`src/rtl/lsl_pkg.sv`:
```
package lsl_pkg;

  typedef enum logic {
    ST_IDLE  = 1'b0,
    ST_SHIFT = 1'b1
  } lsl_state_e;

  // Named latch lengths understood by the driver chips
  localparam int unsigned LAT_NONE       = 0;
  localparam int unsigned LAT_WRITE      = 1;
  localparam int unsigned LAT_FRAME_SYNC = 3;

  // Requested latch length limited to the word width
  function automatic int unsigned lat_clamp(int unsigned n, int unsigned width);
    return (n > width) ? width : n;
  endfunction

  // Latch is high at bit position pos (counted down from width to 1)
  // when that position lies inside the last n bits
  function automatic logic lat_on(int unsigned pos, int unsigned n);
    return (n != 0) && (pos <= n);
  endfunction

endpackage

```
`src/rtl/lsl_tick_gen.sv`:
```
module lsl_tick_gen #(
  parameter int unsigned DIV = 2
) (
  input  logic clk,
  input  logic rst_n,
  input  logic run,
  output logic tick
);

  generate
    if (DIV <= 1) begin : g_bypass
      assign tick = run & rst_n;
    end else begin : g_count
      localparam int unsigned CW = $clog2(DIV);
      localparam logic [CW-1:0] LAST = CW'(DIV - 1);
      logic [CW-1:0] cnt;

      always_ff @(posedge clk) begin
        if (!rst_n)                   cnt <= '0;
        else if (!run || cnt == LAST) cnt <= '0;
        else                          cnt <= cnt + 1'b1;
      end

      assign tick = run && (cnt == LAST);
    end
  endgenerate

endmodule

```
`src/rtl/lsl_shift_reg.sv`:
```
module lsl_shift_reg #(
  parameter int unsigned W  = 16,
  parameter int unsigned BW = $clog2(W + 1)
) (
  input  logic          clk,
  input  logic          rst_n,
  input  logic          load,
  input  logic          advance,
  input  logic [W-1:0]  din,
  output logic          msb,
  output logic [BW-1:0] left,
  output logic          last
);

  logic [W-1:0]  sr;
  logic [BW-1:0] left_q;

  always_ff @(posedge clk) begin
    if (!rst_n) begin
      sr     <= '0;
      left_q <= '0;
    end else if (load) begin
      sr     <= din;
      left_q <= BW'(W);
    end else if (advance) begin
      sr     <= {sr[W-2:0], 1'b0};
      left_q <= left_q - 1'b1;
    end
  end

  assign msb  = sr[W-1];
  assign left = left_q;
  assign last = (left_q == BW'(1));

endmodule

```
`src/rtl/lsl_latch_win.sv`:
```
module lsl_latch_win
  import lsl_pkg::*;
#(
  parameter int unsigned W  = 16,
  parameter int unsigned CW = 5,
  parameter int unsigned BW = $clog2(W + 1)
) (
  input  logic          clk,
  input  logic          rst_n,
  input  logic          load,
  input  logic          advance,
  input  logic          finish,
  input  logic [CW-1:0] n_req,
  input  logic [BW-1:0] left,
  output logic          latch
);

  logic [BW-1:0] n_q;
  logic [BW-1:0] n_eff;
  logic [BW-1:0] next_pos;

  assign n_eff    = BW'(lat_clamp(int'(n_req), W));
  assign next_pos = left - 1'b1;

  always_ff @(posedge clk) begin
    if (!rst_n) begin
      n_q   <= '0;
      latch <= 1'b0;
    end else if (load) begin
      n_q   <= n_eff;
      latch <= lat_on(W, int'(n_eff));
    end else if (finish) begin
      latch <= 1'b0;
    end else if (advance) begin
      latch <= lat_on(int'(next_pos), int'(n_q));
    end
  end

endmodule

```
`src/rtl/led_serial_loader.sv`:
```
module led_serial_loader
  import lsl_pkg::*;
#(
  parameter int unsigned DATA_W = 16,
  parameter int unsigned CNT_W  = 5,
  parameter int unsigned DIV    = 2
) (
  input  logic              clk,
  input  logic              rst_n,
  input  logic              req_valid,
  output logic              req_ready,
  input  logic [DATA_W-1:0] req_word,
  input  logic [CNT_W-1:0]  req_lat_len,
  output logic              ser_clk,
  output logic              ser_data,
  output logic              ser_latch,
  output logic              busy,
  output logic              done
);

  localparam int unsigned BW = $clog2(DATA_W + 1);

  lsl_state_e    state;
  logic          sclk_q;
  logic          done_q;
  logic          tick;
  logic          accept;
  logic          rise_evt;
  logic          fall_evt;
  logic          last_fall;
  logic          step;
  logic          msb;
  logic          last_bit;
  logic [BW-1:0] bits_left;

  assign accept    = req_valid && (state == ST_IDLE);
  assign rise_evt  = tick && !sclk_q;
  assign fall_evt  = tick && sclk_q;
  assign last_fall = fall_evt && last_bit;
  assign step      = fall_evt && !last_bit;

  lsl_tick_gen #(.DIV(DIV)) u_tick (
    .clk  (clk),
    .rst_n(rst_n),
    .run  (state == ST_SHIFT),
    .tick (tick)
  );

  lsl_shift_reg #(.W(DATA_W), .BW(BW)) u_shift (
    .clk    (clk),
    .rst_n  (rst_n),
    .load   (accept),
    .advance(step),
    .din    (req_word),
    .msb    (msb),
    .left   (bits_left),
    .last   (last_bit)
  );

  lsl_latch_win #(.W(DATA_W), .CW(CNT_W), .BW(BW)) u_latch (
    .clk    (clk),
    .rst_n  (rst_n),
    .load   (accept),
    .advance(step),
    .finish (last_fall),
    .n_req  (req_lat_len),
    .left   (bits_left),
    .latch  (ser_latch)
  );

  always_ff @(posedge clk) begin
    if (!rst_n) begin
      state  <= ST_IDLE;
      sclk_q <= 1'b0;
      done_q <= 1'b0;
    end else begin
      done_q <= last_fall;
      if (accept) begin
        state  <= ST_SHIFT;
        sclk_q <= 1'b0;
      end else if (rise_evt) begin
        sclk_q <= 1'b1;
      end else if (fall_evt) begin
        sclk_q <= 1'b0;
        if (last_bit) state <= ST_IDLE;
      end
    end
  end

  assign busy      = (state == ST_SHIFT);
  assign req_ready = !busy;
  assign ser_clk   = sclk_q;
  assign ser_data  = busy && msb;
  assign done      = done_q;

endmodule

```
`config.mk`:
```
export PLATFORM = sky130hd
export DESIGN_NAME = led_serial_loader
export DESIGN_NICKNAME = d
export VERILOG_FILES = /design/src/rtl/lsl_pkg.sv /design/src/rtl/lsl_tick_gen.sv /design/src/rtl/lsl_shift_reg.sv /design/src/rtl/lsl_latch_win.sv /design/src/rtl/led_serial_loader.sv
export SDC_FILE = /design/constraint.sdc
export NUM_CORES = 1
export LEC_CHECK = 0
export BUFFER_PORTS_ARGS = -buffer_cell sky130_fd_sc_hd__clkbuf_2
export CAP_MARGIN = 0
export CORE_MARGIN = 2
export CORE_UTILIZATION = 45
export CTS_CLUSTER_DIAMETER = 120
export DETAILED_ROUTE_END_ITERATION = 8
export PLACE_DENSITY = 0.67
export SYNTH_ARGS = -nofsm -noshare
export SYNTH_HDL_FRONTEND = slang
export SYNTH_HIERARCHICAL = 1
export SYNTH_SLANG_ARGS = --single-unit
```
`constraint.sdc`:
```
create_clock -name clk -period 1.85 [get_ports clk]
set_input_delay 0.185 -clock clk [delete_from_list [all_inputs] [get_ports clk]]
set_output_delay 0.185 -clock clk [all_outputs]
set_load 0.005 [all_outputs]
```
After elaboration in Yosys (flattened, before gate mapping). Index checks and enable logic that the tools add are counted.

Bits in registers: 31. Input bits: 24. Output and inout port bits: 6. Logic and storage cells: 55.

Reductions and logical operators: 23. Order comparisons: 3. Mux-type cells: 14. Bitwise gates (word level): 2. Add/sub/neg operators: 2. Equal/unequal tests: 2.

Operators with widths (count): 16-bit 2-to-1 mux (2); 5-bit 2-to-1 mux (3); 5-bit nonzero test (2); 1-bit logical AND (9); 1-bit 2-to-1 mux (9); 2-bit nonzero test (4); 5-bit by 1-bit equality test with 1-bit output (second input constant) (1); 5-bit greater-than comparator (second input constant) (1); 5-bit less-or-equal comparator (1); 5-bit less-or-equal comparator (first input constant) (1); 5-bit by 1-bit subtractor with 5-bit output (second input constant) (1); 2-bit OR reduction (2); 1-bit zero test (3); 3-bit AND reduction (1); 3-bit nonzero test (1); 2-bit != test (second input constant) (1); 1-bit inverter (2); 1-bit adder (second input constant) (1); 1-bit logical OR (1).

Logic depth before layout (Yosys ltp). Gate-level depths: netlist (run 1).

Word-level depth: 6. Depth in mapped cells: 9. Mapped depth without buffers: 9.

Cells and area by module. The synthesis (run 1) kept the hierarchy.

Modules (own cells, without submodules): lsl_shift_reg (area an instance 992.2 um^2, seq. area each 420.4 um^2, instances 1, cells each 109); lsl_latch_win (area an instance 446.7 um^2, seq. area each 120.1 um^2, instances 1, cells each 57); led_serial_loader (area an instance 132.6 um^2, seq. area each 60.1 um^2, instances 1, cells each 14); lsl_tick_gen (area an instance 36.3 um^2, seq. area each 20.0 um^2, instances 1, cells each 3).

Worst setup path after synthesis (run 1). OpenSTA, ideal clock, no wires.

Path type: reg2reg. From: reg u_shift.left_q[0], in the netlist u_shift/left[0]. To: reg u_latch.latch. Stages on the path, launching flop included: 8. Library setup time: 0.115 ns. Data arrival time: 1.706 ns. Slack: 0.029 ns. Clock period less this slack: 1.821 ns. Buffers on the path: 0. Required time: 1.735 ns. Cell sequence: dfxtp_1 -> ha_1 -> nor4b_1 -> nor2_1 -> or3_4 -> o21ai_0 -> a31oi_1 -> o21a_1.

Elaborated cells between the ends (all ways): 11. Those cells by class: add/sub: 1; order compare: 1; eq/ne: 1; mux: 3; reduce/logical: 5.

RTL lines: start: declaration (line lsl_shift_reg.sv:16) `logic [BW-1:0] left_q;`; start signal: assignment (line lsl_shift_reg.sv:24) `left_q <= BW'(W);`; start signal: assignment (line lsl_shift_reg.sv:27) `left_q <= left_q - 1'b1;`; 5-bit by 1-bit equality test with 1-bit output (line lsl_shift_reg.sv:33) `assign last = (left_q == BW'(1));`; via last_bit (line led_serial_loader.sv:33) `logic last_bit;`; 1-bit zero test (line led_serial_loader.sv:40) `assign step = fall_evt && !last_bit;`; 1-bit logical AND (line led_serial_loader.sv:40); via step (line led_serial_loader.sv:31) `logic step;`; 3-bit nonzero test (no line); end signal: assignment (line lsl_latch_win.sv:31) `latch <= lat_on(W, int'(n_eff));`; end signal: assignment (line lsl_latch_win.sv:35) `latch <= lat_on(int'(next_pos), int'(n_q));`; end: declaration (line lsl_latch_win.sv:15) `output logic latch`.

The timed path passes the listed nets, and every way through them passes these cells. The select of a mux whose other input is x is not followed. A chain may end at the register's enable or synchronous reset.

Worst setup path in the final report (run 1).
From: reg u_shift.left_q[1], in the netlist u_shift/left[1]. To: reg u_shift.sr[5].

Longest elaborated chain between the ends: 4.

RTL lines: 5-bit by 1-bit equality test with 1-bit output (line lsl_shift_reg.sv:33); via last_bit (line led_serial_loader.sv:33); 1-bit zero test (line led_serial_loader.sv:40); 1-bit logical AND (line led_serial_loader.sv:40); via step (line led_serial_loader.sv:31); 2-bit nonzero test (no line); end signal: assignment (line lsl_shift_reg.sv:23) `sr <= din;`; end signal: assignment (line lsl_shift_reg.sv:26) `sr <= {sr[W-2:0], 1'b0};`; end: declaration (line lsl_shift_reg.sv:15) `logic [W-1:0] sr;`.

The timed path passes the listed nets, and every way through them passes these cells.

==> results.yml, run 1 <==
finish:
  antenna_cells: 0
  finish.utilization_pct: 57.3
  final_nets: 254
  syn_to_final_growth_pct: 20.9
  drive_gt1_share_pct: 25.3
routing:
  first_pass_iters: 5
  routedWlPerCell_um: 11.4
  route.final.wire_length_um: 3050
  avgViaCountPerCell: 4.91
  dr_total_vias: 1311
  ant_nets: 0
  dr.first_iter.drc_count: 58
  drc: 0
sta:
  hold_ws_ns: 0.130
  skew_ns: 0.00817
  worstMarginPinSlew_ns: 0.342
  slew_violations: 0
  post-route-min-period_ns: 1.79
  finalHoldViolCount: 0
  fmax_mhz: 558
  fin_crit_sh_pct: 96.9
  setup_viol: 0
  slew_headroom_pct: 77.2
worst_setup_path:
  critPathMaxFanout: 8
  arrival_ns: 2.01
  cp.required_ns: 2.07
  path_class: "reg -> reg"
  worst_setup_path_start_kind: "flip-flop"
  end_kind: "flip-flop"
  r2r_slack_ns: 0.06
floorplan:
  core-area_um2: 3390
  initial_core_util_pct: 47.4
  die_x_um: 63.8
  ios: 30
  die_y_um: 63.8
  rows: 21
  die_area_um2: 4070
placed_design:
  place_congestion: 0.756
  numPortBuffers: 29
  dp_hpwl_um: 2180
yosys:
  synth_area_leaders: "dfxtp_1 39%, mux2i_1 9.3%, and2_1 8.6%, ha_1 6.2%, o21ai_0 6.2%"
  postSynthCellCount: 183
  yosys.area.top_type_share_pct: 38.6
  ys_ff_latch: 31
  async_flop_share_pct: 0
  synth_nets: 215
  synth_area_um2: 1610
  yosysMostFrequentCell: "dfxtp_1"
  post-synth-top-area-cell: "dfxtp_1"
  synth_edf_count: 0
  synth_ff_type: "dfxtp_1"
  ys_top_cells_by_count: "31 x dfxtp_1, 24 x nand2_1, 22 x and2_1"
  avgSynthCellArea_um2: 8.79
  yosysWarnings: 6
  synth_cell_type_count: 35
  seq_area_frac_synth_pct: 38.6
clocking:
  clock_latency_ns: 0.32
  cts.sinks: 31
  clockRootBuffer: "clkbuf_4"
  clockBufferDepth: 2
  clk_pin_slew_worst_paths_ns: 0.09
  cts-htree-levels: 2
  postCtsHoldBufs: 0
  cts_buffers: 5
  cts_tree: "done"
global_route:
  grtUsageTotal_pct: 16.0
  antenna_found_initial: 0
  grt_pass1_vias: 1207
  grt_pass1_wl_um: 5090
  grt_max_degree: 34
  gr-total-overflow: 0
min_path:
  hp-class: "in -> reg"
status:
  status: "finished, final reports clean"
power:
  p_per_area_nw_per_um2: 627
  ir_drop_mv: 0.377
  leakage_uw: 0.000765
  finalPower_uw: 1220
flow_run:
  maxCapViolCount: 0
flip-flops by register name, summed over array words and instances, names as in the netlist:
register	count
busy	1
u_latch/n_q	5
u_latch/latch	1
u_shift/sr	16
u_tick/g_count.cnt	1
u_shift/left	5
ser_clk	1
done	1
power by group:
part	switching (uW)	internal, uW	total [uW]
Sequential	17.2	697	714
Clock	210	135	344
Combinational	77.0	82.0	159
Total	304	914	1220
final cells by class:
cell class	count	area, um2
fill	301	1450
inverter	12	45.0
tap	46	57.6
clock buffer	6	41.3
sequential	31	626
timing repair buffer	39	250
multi-input combinational	133	923
cells in the final DEF (no fill, tap or decap), types with 2 or more instances in the layout:
master and count:
nor4b_4 2, o31a_1 2, and2_1 22, nor2_1 6
clkbuf_2 29, ha_1 8, dfxtp_1 29, xnor2_1 4
nand2_1 23, mux2i_1 15, clkbuf_4 5, xor2_1 3
nor2b_1 2, o22ai_1 2, a211oi_1 2, buf_4 8
inv_1 11, nor3_1 2, o21ai_0 19, a21oi_1 3
kinds of logic after synthesis:
logic type      synth area share, %
buf+inv                        5.37
fa+ha+maj                      6.23
xor+xnor                       3.81
compound gates                 11.9
simple gates                   24.7
flops                          38.6
mux                            9.34
worst max-delay path, cell delays in order (launching register included):
cell       delay (ns)
dfxtp_4          0.38
inv_2            0.04
ha_1             0.18
nor4b_4          0.14
nor2_2           0.29
clkbuf_16        0.23
mux2i_1          0.17
o21ai_0          0.08
and2_1           0.16
final timing paths:
path / endpoint / start / depth (start not counted)
worst max-delay path: u_shift/sr[5]$_SDFFE_PN0P_ / u_shift/left[1]$_SDFFE_PP0P_ / 8
worst min-delay path: u_shift/sr[0]$_SDFFE_PN0P_ / req_word[0] / 3
worst min register to register: u_tick/g_count.cnt$_SDFF_PP0_ / u_tick/g_count.cnt$_SDFF_PP0_ / 1
worst max register to register: u_shift/sr[5]$_SDFFE_PN0P_ / u_shift/left[1]$_SDFFE_PP0P_ / 8
metrics by stage:
stage | setup TNS, ns | cell area (um2) | instances | worst slack (ns)
3_3_place_gp | 0 | 1850 | 259 | 0.0186
2_1_floorplan | 0 | 1610 | 183 | 0.0292
6_report | 0 | 1940 | 267 | 0.0570
3_5_place_dp | -0.102 | 1850 | 259 | -0.102
5_1_grt | -0.0328 | 1940 | 267 | -0.0245
4_1_cts | 0 | 1890 | 265 | 0.0334
repair_timing:
action / 4_1_cts / 5_1_grt
cloned: 0 / 1
setup endpoints to repair: 3 / 16
resized for setup: 1 / 7
pin swaps: 0 / 1
buffers inserted: 0 / 1
per-layer routing:
layer  vias up  part of all wire (%)  GRT usage (%)
li1        689                     -              -
met1       583                    46           18.1
met2        33                    48           26.7
met3         6                   5.3           6.51
met4         0                   1.5           6.25
met5         -                     0              0
No activity file was read; power rests on OpenSTA's default activity.
==> inputs of run 2 (changes only) <==
--- a/config.mk
+++ b/config.mk
@@ -5,6 +5,7 @@
 export SDC_FILE = /design/constraint.sdc
 export NUM_CORES = 1
 export LEC_CHECK = 0
+export ABC_AREA = 1
 export BUFFER_PORTS_ARGS = -buffer_cell sky130_fd_sc_hd__clkbuf_2
 export CAP_MARGIN = 0
 export CORE_MARGIN = 2
==> constraint.sdc (replaced) <==
create_clock -name clk -period 1.49 [get_ports clk]
set_input_delay 0.149 -clock clk [delete_from_list [all_inputs] [get_ports clk]]
set_output_delay 0.149 -clock clk [all_outputs]
set_load 0.005 [all_outputs]
==> run 2 against run 1 <==
The flow now finishes with violations (negative setup slack). Critical path depth rose by 4. Sequential share of layout area shrank 3.7 points. Synthesized cell count increased by 35%. First-iteration DRC count fell by 50%. Count of clock-buffer cells in the layout decreased by 1. Flip-flop and latch count is the same. Utilization up 3.5 points. Wire length up 9.9%. Die area up 3.0%. Combinational power increased by 72%. Synthesized area grew 3.3%. Fmax is 8.9% higher. Highest routed layer unchanged.
==> results.yml, run 2 <==
worst_setup_path:
  cp_cell_sequence: "inv_4 > ha_4 > nand3_4 > xnor2_2 > ha_1 > nand2_2 > nor2_2 > nand2_1 > nand3_1 > nand2_1 > nand2_1 > a21oi_1"
  critPathMaxFanout: 4
  max_stage_delay_ns: 0.36
  path_class: "reg -> reg"
  critical_path_buf_inv_count: 1
  arrival_ns: 1.82
  cp.required_ns: 1.67
  crit_path_frequent_cell: "nand2_1"
  cpLargestDelayFamily: "adder cells"
  worst_setup_path_start_kind: "flip-flop"
  slowest_stage: "dfxtp_4"
  end_kind: "flip-flop"
routing:
  avgViaCountPerCell: 4.54
  dr_total_vias: 1577
  routedWlPerCell_um: 9.66
  first_pass_iters: 4
  route.final.wire_length_um: 3350
  ant_nets: 0
  drc: 0
  dr.first_iter.drc_count: 29
finish:
  fill_cells: 365
  antenna_cells: 0
  final_nets: 330
  largest_reg_flops: 16
  layout_commonest_cell: "nand2_1"
  fin_area_um2: 2190
  syn_to_final_growth_pct: 32.1
  finish.utilization_pct: 60.8
  stdcell_count: 347
  largest_register: "u_shift/sr"
  mostFrequentLayoutCells: "87 x nand2_1, 37 x inv_1, 29 x dfxtp_1, 29 x clkbuf_2"
  drive_gt1_share_pct: 28.4
global_route:
  antenna_found_initial: 0
  grt_max_degree: 20
  use_met3_pct: 7.29
  grt_pass1_wl_um: 6000
  gr-total-overflow: 0
  grt_pass1_vias: 1555
  met1_usage_pct: 18.4
  grtUsageTotal_pct: 18.5
  use_met2_pct: 34.9
  top_usage_layer: "met2"
floorplan:
  die_y_um: 64.7
  core-area_um2: 3610
  initial_core_util_pct: 46.0
  ios: 30
  rows: 22
  die_area_um2: 4190
  die_x_um: 64.7
sta:
  fin_ws_ns: -0.156
  fmax_mhz: 607
  fin_crit_sh_pct: 110
  post-route-min-period_ns: 1.65
  finalHoldViolCount: 0
  setup_viol: 14
  worstMarginPinSlew_ns: 0.212
  grt_setup_unrepaired: "yes"
  slew_headroom_pct: 85.9
  skew_ns: 0.00339
  slew_violations: 0
yosys:
  synthAdderAreaFrac_pct: 6.03
  synth_xor_area_share_pct: 2.11
  synth_top_family_by_area: "simple AND/OR/NAND/NOR gates"
  yosys.area.top_type_share_pct: 37.4
  synthSimpleGateAreaFrac_pct: 34.6
  synth_area_um2: 1660
  seq_area_frac_synth_pct: 37.4
  synth_edf_count: 0
  yosysMostFrequentCell: "nand2_1"
  post-synth-top-area-cell: "dfxtp_1"
  avgSynthCellArea_um2: 6.72
  ys_ff_latch: 31
  postSynthCellCount: 247
  synthMuxAreaShare_pct: 0
  yosysWarnings: 6
  ys_top_cells_by_count: "92 x nand2_1, 41 x inv_1, 31 x dfxtp_1"
  synth_cell_type_count: 23
  synth_nets: 279
  synth_ff_type: "dfxtp_1"
  synth_compound_area_share_pct: 6.71
  synth_area_leaders: "dfxtp_1 37%, nand2_1 21%, inv_1 9.3%, ha_1 6.0%, nand3_1 5.7%"
  async_flop_share_pct: 0
power:
  ir_drop_mv: 0.677
  swShare_pct: 25.3
  seq_power_share_pct: 44.8
  combPwrFrac_pct: 13.7
  clkPwrFrac_pct: 41.5
  switching_power_uw: 506
  finalPower_uw: 2000
  intPower_uw: 1490
  leakage_uw: 0.00117
  p_per_area_nw_per_um2: 912
placed_design:
  place_area_um2: 1990
  place_congestion: 0.745
  dp_hpwl_um: 2420
  pre_cts_slack_ns: -0.122
  dp_cells: 336
  numPortBuffers: 29
flow_run:
  maxCapViolCount: 0
clocking:
  cts-htree-levels: 2
  clk_pin_slew_worst_paths_ns: 0.07
  postCtsHoldBufs: 0
  cts_buffers: 5
  cts_tree: "done"
  clockRootBuffer: "clkbuf_8"
  clockBufferDepth: 2
  clock_latency_ns: 0.29
  cts.sinks: 31
status:
  status: "finished with violations"
  failed_checks: "negative setup slack"
min_path:
  hp-class: "in -> reg"
## run 2: cell types whose count changed in the layout (fill, tap and decap cells not counted), sizes merged, moves of 15 or more
cell   change
nand2     +69
and2      -23
inv       +32
nand3     +18
mux2i     -15
o21ai     -16
nor2      +15
## run 2: worst min-delay path: cells and delay by family
kind | cells | cell delay [ns]
compound gates | 1 | 0.06
buf+inv | 1 | 0.08
simple gates | 1 | 0.05
## run 2: final timing paths
kind | from | to | slack, ns | cells past startpoint
hold / removal | req_word[0] | u_shift/sr[0]$_SDFFE_PN0P_ | 0.09 | 3
hold reg to reg | u_tick/g_count.cnt$_SDFF_PP0_ | u_tick/g_count.cnt$_SDFF_PP0_ | 0.43 | 1
setup reg to reg | u_shift/left[0]$_SDFFE_PP0P_ | u_latch/latch$_SDFFE_PN0P_ | -0.16 | 12
setup / recovery | u_shift/left[0]$_SDFFE_PP0P_ | u_latch/latch$_SDFFE_PN0P_ | -0.16 | 12
## run 2: cell type report
cell class | count | area [um2] | area share (%)
tap | 48 | 60.1 | 2.74
clock buffer | 5 | 68.8 | 3.14
multi-input combinational | 167 | 895 | 40.8
inverter | 44 | 173 | 7.87
sequential | 31 | 626 | 28.5
clock inverter | 3 | 43.8 | 2.00
timing repair buffer | 49 | 328 | 14.9
## run 2: cell families after synthesis
| kind of cell | Yosys count |
|---|---|
| AND/OR/NAND/NOR | 135 |
| buffers and inverters | 50 |
| flip-flops | 31 |
| AO/OA/AOI/OAI | 19 |
| adder cells (fa/ha/maj) | 8 |
| XOR/XNOR | 4 |
## run 2: power groups by stage
| stage | clock [uW] | sequential [uW] | combinational, uW |
|---|---|---|---|
| floorplan | 0 | 912 | 168 |
| global placement | 0 | 916 | 261 |
| detailed placement | 0 | 916 | 265 |
| CTS | 848 | 897 | 271 |
| global route | 908 | 900 | 315 |
| finish | 830 | 897 | 274 |
## run 2: metrics by stage
stage	setup TNS, ns	hold WS, ns
6_report	-0.448	0.0937
5_1_grt	-3.24	0.0952
4_1_cts	-0.206	0.0877
3_5_place_dp	-0.478	0.393
3_3_place_gp	-0.402	0.400
2_1_floorplan	-0.0242	0.247
## run 2: routing by layer
layer / vias up / share of wire, %
met5: - / 0
met4: 0 / 1.3
met3: 6 / 4.2
met2: 24 / 52
met1: 691 / 43
li1: 856 / -
## run 2: timing repair
item / in CTS / in global routing
endpoints found under the setup margin: 16 / 21
buffers inserted: 1 / 2
pin swaps: 5 / 20
resized for setup: 3 / 16
gates cloned: 1 / 0
==> inputs of run 3 (changes only) <==
--- a/config.mk
+++ b/config.mk
@@ -10,6 +10,7 @@
 export CAP_MARGIN = 0
 export CORE_MARGIN = 2
 export CORE_UTILIZATION = 45
+export CTS_BUF_LIST = sky130_fd_sc_hd__clkbuf_2
 export CTS_CLUSTER_DIAMETER = 120
 export DETAILED_ROUTE_END_ITERATION = 8
 export PLACE_DENSITY = 0.67
==> run 3 against run 2 <==
The run still ends with negative setup slack left. First-iteration DRC count up 72%. Critical path depth unchanged. Fmax down 1.4%. Clock power down 29%. Highest routed layer unchanged.
==> results.yml, run 3 (same netlist as run 2, synthesis figures left out) <==
worst_setup_path:
  crit_path_frequent_cell: "nand2_1"
  worst_setup_path_start_kind: "flip-flop"
  path_class: "reg -> reg"
  cp_cell_sequence: "inv_4 > ha_4 > nand3_4 > xnor2_2 > ha_1 > nand2_2 > nor2_2 > nand2_1 > nand3_1 > nand2_1 > nand2_1 > a21oi_1"
  crit-reg2reg-launch: "u_shift/left[0]$_SDFFE_PP0P_"
  slowest_stage: "dfxtp_4"
  arrival_ns: 1.92
  r2r_slack_ns: -0.18
  cpLargestDelayFamily: "adder cells"
  r2r_cells: 12
  critical_path_buf_inv_count: 1
  critPathMaxFanout: 4
  max_stage_delay_ns: 0.40
  end_kind: "flip-flop"
  cp.required_ns: 1.74
  r2r_end: "u_latch/latch$_SDFFE_PN0P_"
sta:
  setup_viol: 10
  fin_crit_sh_pct: 112
  post-route-min-period_ns: 1.67
  slew_violations: 0
  fin_ws_ns: -0.180
  worstMarginPinSlew_ns: 0.227
  slew_headroom_pct: 84.7
  skew_ns: 0.0110
  finalHoldViolCount: 0
  fmax_mhz: 599
  grt_setup_unrepaired: "yes"
floorplan:
  die_x_um: 64.7
  ios: 30
  rows: 22
  core-area_um2: 3610
  die_area_um2: 4190
  initial_core_util_pct: 46.0
  die_y_um: 64.7
routing:
  met2_wirelength_um: 1780
  ant_nets: 0
  dr_total_vias: 1585
  routed-wl-met3_um: 103
  dr.first_iter.drc_count: 50
  wl_met1_um: 1440
  drc: 0
  avgViaCountPerCell: 4.52
  routedWlPerCell_um: 9.53
  maxUsedRoutingLayer: "met4"
  route.final.wire_length_um: 3350
  first_pass_iters: 4
clocking:
  clock_latency_ns: 0.35
  post_cts_buffers: 0
  cts_tree: "done"
  clockRootBuffer: "clkbuf_2"
  clockBufferDepth: 2
  cts_buffers: 5
  cts-htree-levels: 2
  cts.sinks: 31
  clk_pin_slew_worst_paths_ns: 0.17
min_path:
  holdCritStartpoint: "req_valid"
  min_path_cells: 3
  hold_end: "busy$_SDFFE_PN0P_"
  hp-class: "in -> reg"
finish:
  layout_commonest_cell: "nand2_1"
  largest_reg_flops: 16
  syn_to_final_growth_pct: 31.1
  stdcell_count: 351
  drive_gt1_share_pct: 26.7
  final_nets: 334
  antenna_cells: 0
  mostFrequentLayoutCells: "88 x nand2_1, 38 x inv_1, 34 x clkbuf_2"
  finish.utilization_pct: 60.4
  largest_register: "u_shift/sr"
global_route:
  gr-total-overflow: 0
  grtUsageTotal_pct: 18.0
  antenna_found_initial: 0
  grt_pass1_vias: 1557
  grt_pass1_wl_um: 5880
  grt_max_degree: 20
power:
  ir_drop_mv: 0.511
  leakage_uw: 0.00117
  p_per_area_nw_per_um2: 812
placed_design:
  place_congestion: 0.745
  dp_cells: 336
  numPortBuffers: 29
  dp_hpwl_um: 2420
flow_run:
  maxCapViolCount: 0
status:
  failed_checks: "negative setup slack"
  status: "finished with violations"
## run 3: cell types whose count changed in the layout (fill, tap and decap cells not counted), sizes merged
cell,previous run,this run
dlygate4sd3,0,6
buf,20,18
## run 3: power by group
| group | internal (uW) | switching (uW) |
|---|---|---|
| sequential | 872 | 25.2 |
| combinational | 134 | 150 |
| clock | 285 | 301 |
## run 3: area by class of cell
type	instances	area (um2)
clock buffers	5	25.0
clock inverters	3	43.8
fillers	369	1430
inverters	44	170
multi-input cells	167	882
flip-flops and latches	31	627
well taps	48	60.1
repair buffers	53	369
## run 3: worst max-delay path by stage
stage,from,endpoint,depth (start not counted)
CTS,u_shift/left[0]$_SDFFE_PP0P_,u_latch/latch$_SDFFE_PN0P_,12
detailed placement,u_shift/left[0]$_SDFFE_PP0P_,u_latch/latch$_SDFFE_PN0P_,12
finish,u_shift/left[0]$_SDFFE_PP0P_,u_latch/latch$_SDFFE_PN0P_,12
global placement,u_shift/left[0]$_SDFFE_PP0P_,u_latch/latch$_SDFFE_PN0P_,12
floorplan,u_shift/left[0]$_SDFFE_PP0P_,u_latch/latch$_SDFFE_PN0P_,11
global route,u_shift/left[0]$_SDFFE_PP0P_,u_latch/latch$_SDFFE_PN0P_,12
## run 3: worst min-delay path: cells and delay by family
family	cells	cell delay, ns
AND/OR/NAND/NOR	1	0.08
buffers and inverters	1	0.08
AO/OA/AOI/OAI	1	0.06
## run 3: metal layers
metal  vias to the layer above  track usage [%]
met3                         2             5.73
met4                         0             4.79
met1                       700             17.9
li1                        862                -
met2                        21             35.2
met5                         -                0
## run 3: metrics by stage
stage          total power [uW]  area [um2]  worst slack (ns)  setup TNS, ns  hold WS, ns
3_5_place_dp               1180        1990            -0.122         -0.478        0.393
6_report                   1770        2180            -0.180         -0.296       0.0417
3_3_place_gp               1180        1990           -0.0632         -0.402        0.400
4_1_cts                    1780        2110            -0.163         -0.427      0.00146
2_1_floorplan              1080        1680           -0.0242        -0.0242        0.247
5_1_grt                    1890        2180            -0.294          -2.88      0.00978
## run 3: repair_timing
action | in CTS | in global routing
endpoints found under the setup margin | 16 | 21
resized for setup | 3 | 11
endpoints found under the hold margin | 3 | 3
hold buffers | 3 | 3
gates cloned | 1 | 0
pin swaps | 6 | 8
